**config.mk**
```make
export PLATFORM = sky130hd
export DESIGN_NAME = sser_master
export DESIGN_NICKNAME = d
export VERILOG_FILES = /design/src/rtl/sser_master.sv
export SDC_FILE = /design/constraint.sdc
export NUM_CORES = 1
export LEC_CHECK = 0
export ABC_AREA = 1
export BUFFER_PORTS_ARGS = -buffer_cell sky130_fd_sc_hd__buf_2
export CAP_MARGIN = 5
export CORE_UTILIZATION = 55
export DETAILED_ROUTE_END_ITERATION = 6
export PLACE_DENSITY = 0.87
export SLEW_MARGIN = 25
export SYNTH_ARGS = -nofsm -noshare
export SYNTH_HDL_FRONTEND = slang
export SYNTH_SLANG_ARGS = --single-unit
export TNS_END_PERCENT = 100
```
**constraint.sdc**
```tcl
create_clock -name clk -period 4 [get_ports clk]
set_input_delay 0.2 -clock clk [delete_from_list [all_inputs] [get_ports clk]]
set_output_delay 0.2 -clock clk [all_outputs]
set_load 0.1 [all_outputs]
```
**src/rtl/sser_master.sv**
```systemverilog
module sser_master (
  input  logic        clk,
  input  logic        rst_n,
  input  logic        bus_sel,
  input  logic        bus_wr,
  input  logic [6:0]  bus_addr,
  input  logic [31:0] bus_wdata,
  output logic [31:0] bus_rdata,
  input  logic        baud_tick,
  output logic [14:0] clk_div,
  output logic        sclk,
  output logic        mosi,
  input  logic        miso,
  output logic        sclk_oe,
  output logic        mosi_oe,
  output logic [2:0]  pin_loc,
  output logic        irq
);
  localparam logic [4:0] A_CTRL = 5'h00, A_FRM = 5'h01, A_CMD = 5'h03, A_STAT = 5'h04,
                         A_DIV = 5'h05, A_RXD = 5'h06, A_TXD = 5'h0D, A_FLG = 5'h10,
                         A_FSET = 5'h11, A_FCLR = 5'h12, A_MSK = 5'h13, A_PIN = 5'h15;

  logic       syncm, cpol, cpha, msbf, txlvl;
  logic [3:0] frm;
  logic [1:0] ien, flg;
  logic       rx_pe, tx_pe, ck_pe;
  logic       tx_en, rx_en, mst_en;
  logic [15:0] txbuf, rxbuf, sh;
  logic       txfull, rxv, txc, busy, phase, smp;
  logic [4:0] k;

  wire [4:0] wa = bus_addr[6:2];
  wire       wr = bus_sel & bus_wr;
  wire       rd = bus_sel & ~bus_wr;

  logic [4:0] nbits;
  always_comb begin
    if (frm == 4'd0)      nbits = 5'd4;
    else if (frm > 4'd13) nbits = 5'd16;
    else                  nbits = 5'(frm) + 5'd3;
  end

  wire [5:0]  klast   = {nbits, 1'b0} - 6'd1;
  wire        start   = ~busy & mst_en & tx_en & txfull;
  wire        tick    = busy & baud_tick;
  wire        last    = tick & ({1'b0, k} == klast);
  wire        samp    = tick & (k[0] == cpha);
  wire        shft    = (tick & (k[0] != cpha) & (k != 5'd0)) | (cpha & last);
  wire        miso_i  = miso & rx_pe;
  wire        in_bit  = (cpha & last) ? miso_i : smp;
  wire [15:0] sh_nx   = msbf ? {sh[14:0], in_bit} : {in_bit, sh[15:1]};
  wire [16:0] mask    = (17'd1 << nbits) - 17'd1;
  wire [15:0] rx_word = msbf ? (sh_nx & mask[15:0]) : (sh_nx >> (5'd16 - nbits));
  wire        cap     = last & rx_en;
  wire        txd_acc = wr & (wa == A_TXD) & ~txfull;
  wire        set_wr  = wr & (wa == A_FSET);
  wire        clr_wr  = wr & (wa == A_FCLR);

  always_ff @(posedge clk or negedge rst_n) begin
    if (!rst_n) begin
      {syncm, cpol, cpha, msbf, txlvl} <= '0;
      frm <= '0; clk_div <= '0; ien <= '0; flg <= '0;
      {rx_pe, tx_pe, ck_pe} <= '0; pin_loc <= '0;
      {tx_en, rx_en, mst_en} <= '0;
      txbuf <= '0; rxbuf <= '0; sh <= '0;
      {txfull, rxv, txc, busy, phase, smp} <= '0;
      k <= '0;
    end else begin
      if (wr) begin
        case (wa)
          A_CTRL: {txlvl, msbf, cpha, cpol, syncm} <=
                  {bus_wdata[12], bus_wdata[10], bus_wdata[9], bus_wdata[8], bus_wdata[0]};
          A_FRM:  frm <= bus_wdata[3:0];
          A_DIV:  clk_div <= bus_wdata[20:6];
          A_MSK:  ien <= bus_wdata[2:1];
          A_PIN:  {pin_loc, ck_pe, tx_pe, rx_pe} <=
                  {bus_wdata[10:8], bus_wdata[3], bus_wdata[1], bus_wdata[0]};
          A_CMD: begin
            rx_en  <= (rx_en | bus_wdata[0]) & ~bus_wdata[1];
            tx_en  <= (tx_en | bus_wdata[2]) & ~bus_wdata[3];
            mst_en <= mst_en | bus_wdata[4];
          end
          default: ;
        endcase
      end

      flg <= (flg & ~({2{clr_wr}} & bus_wdata[2:1])) | ({2{set_wr}} & bus_wdata[2:1])
             | {cap, start};

      if (txd_acc) txbuf <= bus_wdata[15:0];
      if (start)        txfull <= 1'b0;
      else if (txd_acc) txfull <= 1'b1;

      if (txd_acc)                 txc <= 1'b0;
      else if (last && !txfull)    txc <= 1'b1;

      if (cap) begin
        rxbuf <= rx_word;
        rxv   <= 1'b1;
      end else if (rd && wa == A_RXD) begin
        rxv <= 1'b0;
      end

      if (start) begin
        busy  <= 1'b1;
        k     <= '0;
        phase <= 1'b0;
        sh    <= msbf ? (txbuf << (5'd16 - nbits)) : txbuf;
      end else if (tick) begin
        phase <= ~phase;
        k     <= k + 5'd1;
        if (samp) smp <= miso_i;
        if (shft) sh <= sh_nx;
        if (last) busy <= 1'b0;
      end
    end
  end

  assign sclk    = cpol ^ phase;
  assign mosi    = msbf ? sh[15] : sh[0];
  assign sclk_oe = ck_pe;
  assign mosi_oe = tx_pe;
  assign irq     = |(flg & ien);

  always_comb begin
    bus_rdata = '0;
    if (rd) begin
      case (wa)
        A_CTRL: bus_rdata = {19'd0, txlvl, 1'b0, msbf, cpha, cpol, 7'd0, syncm};
        A_FRM:  bus_rdata = {28'd0, frm};
        A_STAT: bus_rdata = {24'd0, rxv, ~txfull, txc, 3'd0, tx_en, 1'b0};
        A_DIV:  bus_rdata = {11'd0, clk_div, 6'd0};
        A_RXD:  bus_rdata = {16'd0, rxbuf};
        A_FLG:  bus_rdata = {29'd0, flg, 1'b0};
        A_MSK:  bus_rdata = {29'd0, ien, 1'b0};
        A_PIN:  bus_rdata = {21'd0, pin_loc, 4'd0, ck_pe, 1'b0, tx_pe, rx_pe};
        default: bus_rdata = '0;
      endcase
    end
  end
endmodule

```
==> metrics.md <==
| Metric | Value |
|---|---|
| Slew Limit Fails | 0 |
| Number of max-cap violations | 0 |
| Post-synthesis cell count | 1,007 |
| Hold EP | tx_en |
| Flop-to-flop setup slack | 0.49 ns |
| Cell variety after synth | 56 |
| Root buffer cell | clkbuf_16 |
| Cell taking the most area after synthesis | dfrtp_1 |
| Tot Pwr | 5.095 mW |
| Most used DFF post-synth | dfrtp_1 |
| DR iter-0 viols | 779 |
| Highest Clock Rate | 285.0 MHz |
| GPL Wtd Cong | 0.9766 |
| # rows | 40 |
| Worst R2R Path Depth | 23 |
| Skew-Pair Late Insertion Delay | 0.36 ns |
| Top post-synthesis cells by area | dfrtp_1, nand2_1, o21ai_0, inv_1, nand3_1 |
| Number of global-route vias before repair | 6,342 |
| Antenna violations before repair | 0 |
| Failing checks | design-rule violations |
| CTS tree | yes |
| Skew final | 0.005847 ns |
| CTS clock-pin slew for the worst setup and hold paths | 0.07 ns |
| Die area | 13,160 um2 |
| Pre-antenna DRT Iters | 7 |
| Via count | 7,159 |
| Largest family of logic cells by synthesized area | simple AND/OR/NAND/NOR gates |
| Starting Density | 0.5721 |
| Crit path launch type | register |
| Crit path arrival time | 3.80 ns |
| Residual DRC | 1 |
| Tmin final | 3.509 ns |
| Share of layout cells above drive strength 1 | 0.1634 |
| WL/cell | 16.82 um |
| Commonest non-fill, non-tap cell in the layout | nand2_1 |
| RSZ-0062 raised after global routing | no |
| # diodes | 0 |
| Pin count of the biggest net entering global routing | 75 |
| Hold crit path type | in2reg |
| Mux contribution to synthesized area | 0.02095 |
| Util after Layout | 0.6345 |
| Pwr dens | 657.6 nW/um2 |
| Total CTS buffers | 9 |
| First-pass GRT wire length | 32.81 mm |
| Setup TNS Final | 0 ns |
| Final Cycle Share | 0.8773 |
| Area growth, synth to finish | 10.91% |
| Via/cell ratio | 5.778 |
| Post-synth EDFFs | 0 |
| Post-Synth XOR/XNOR Area | 0.01504 |
| Total GRT Usage | 0.3296 |
| Rel. slew slack | 0.4538 |
| Mean Syn Cell Area | 6.938 um2 |
| Most frequent cells in the layout | nand2_1, o21ai_0, inv_1 |
| Adder-cell share of the synthesized area | 0.01970 |
| Hold Path Origin | bus_wdata[3] |
| Status | complete, but fails checks |
| Ys Warns | 0 |
| Seq cells post-synth | 96 |
| Worst-margin pin slew | 0.8163 ns |
| Mapped Area | 6987 um2 |
| CTS sink cnt | 96 |
| Final ANT Viol Nets | 0 |
| H-Tree Depth | 3 |
| CTS max path bufs | 2 |
| Port Buffers | 75 |
| Synth Area in Simple Gates | 0.2842 |
| Die X | 114.7 um |
| Critical Path Sink Type | register |
| Setup Fix Bufs, Post-CTS | 0 |
| CP Class | reg2reg |
| CP max FO | 5 |
| Global route overflow | 0 |
| FF-to-FF Start | frm[0] |
| Sequential share of the synthesized area | 0.3438 |
| Total wire length | 20.84 mm |
| Worst hold stages | 2 |
| Final nets | 1,123 |
| VDD IR-drop max | 311.4 uV |
| Final hold violations | 0 |
| Required @ worst endpoint | 4.29 ns |
| Static leakage power | 3.844 nW |
| Filler instances | 1,114 |
| Synth top area share | 0.3438 |
| Final setup fails | 0 |
| I/O pin total | 100 |
| Hold Slack | 0.05557 ns |
| RR Endpoint | rxbuf[15] |
| Synth Area in Compound Gates | 0.2054 |
| Asr flop ratio synth | 1.000 |
| Post-CTS sizing | 0 |
| Core Footprint | 12,210 um2 |
| Final HPWL DP | 15.86 mm |
| Die Height | 114.7 um |
-- where the power goes --
| group | internal, mW | switching (mW) | total [mW] | leakage [nW] |
|---|---|---|---|---|
| Clock | 0.426 | 0.405 | 0.832 | 0.135 |
| Combinational | 0.820 | 2.01 | 2.83 | 2.50 |
| Sequential | 1.23 | 0.198 | 1.43 | 1.21 |
| Total | 2.48 | 2.62 | 5.10 | 3.84 |
-- critical path, cell delays in order (launching register included) --
cell	delay [ns]
dfrtp_1	0.46
inv_2	0.07
ha_1	0.30
inv_2	0.09
nand3_1	0.16
nor2_1	0.19
nor2_2	0.06
ha_1	0.33
inv_1	0.09
nor2_1	0.04
nor3_1	0.16
nand2_1	0.09
nor2_1	0.11
nand2_1	0.10
nor2_4	0.11
nand4_2	0.15
nand2_2	0.13
nand2_1	0.08
nand2_2	0.12
nand4_2	0.09
or2_0	0.21
o21ai_0	0.12
nand2_1	0.11
o21ai_2	0.07
-- synth_stat cells, types with 12 or more instances --
cell,n
dfrtp_1,96
nand2_2,15
nand3_1,57
nand2_1,252
a21oi_1,28
inv_2,12
clkbuf_1,21
nor2_1,71
inv_1,115
o211ai_1,15
buf_2,14
o21ai_0,136
-- layout make-up --
type                    instances  area (um2)  share of cell area
multi-input cells             738        3859              0.4980
clock inverters                 5       42.54            0.005490
repair buffers                 93       519.2             0.06701
well taps                     168       210.2             0.02713
clock buffers                  10       229.0             0.02955
flip-flops and latches         96        2402              0.3100
inverters                     129       486.7             0.06281
-- how the worst max path moves through the flow --
stage               slack [ns]           end        start
CTS                       0.52     rxbuf[15]       frm[0]
floorplan                 0.34  bus_rdata[5]  bus_addr[2]
global placement          0.70     rxbuf[15]       frm[0]
global route              0.23     rxbuf[15]       frm[0]
detailed placement        0.56     rxbuf[15]       frm[0]
finish                    0.49     rxbuf[15]       frm[0]
-- metrics by stage --
stage          cells  cell area (um2)  setup slack, ns
3_3_place_gp    1223             7456           0.6995
2_1_floorplan   1017             7024           0.3442
5_1_grt         1239             7749           0.2269
3_5_place_dp    1223             7456           0.5579
4_1_cts         1238             7727           0.5213
6_report        1239             7749           0.4907
-- logic make-up (layout without fill, tap and decap cells) --
family / after synthesis / after routing
AND/OR/NAND/NOR: 444 / 444
AO/OA/AOI/OAI: 246 / 246
buffers and inverters: 183 / 237
flip-flops: 96 / 96
multiplexers: 14 / 14
XOR/XNOR: 12 / 12
adder cells (fa/ha/maj): 11 / 11
other: 1 / 11
-- sequential cells by signal, summed over array words and instances (netlist names), 3 cells and up --
| signal | cells |
|---|---|
| clk_div | 15 |
| frm | 4 |
| k | 5 |
| pin_loc | 3 |
| rxbuf | 16 |
| sh | 16 |
| txbuf | 16 |
-- layer usage --
layer | up-vias | global-route usage | wire (um)
met5 | - | 0 | 0
met4 | 0 | 0.1212 | 535
met3 | 45 | 0.05664 | 1893
met2 | 358 | 0.5200 | 9648
met1 | 3330 | 0.4568 | 8764
li1 | 3426 | - | -
-- repair_timing --
item / in CTS / in global routing
endpoints found under the hold margin: 0 / 73
hold buffers: 0 / 1
setup endpoints to repair: 0 / 0
Note: power is estimated with default switching activity, not from simulation.
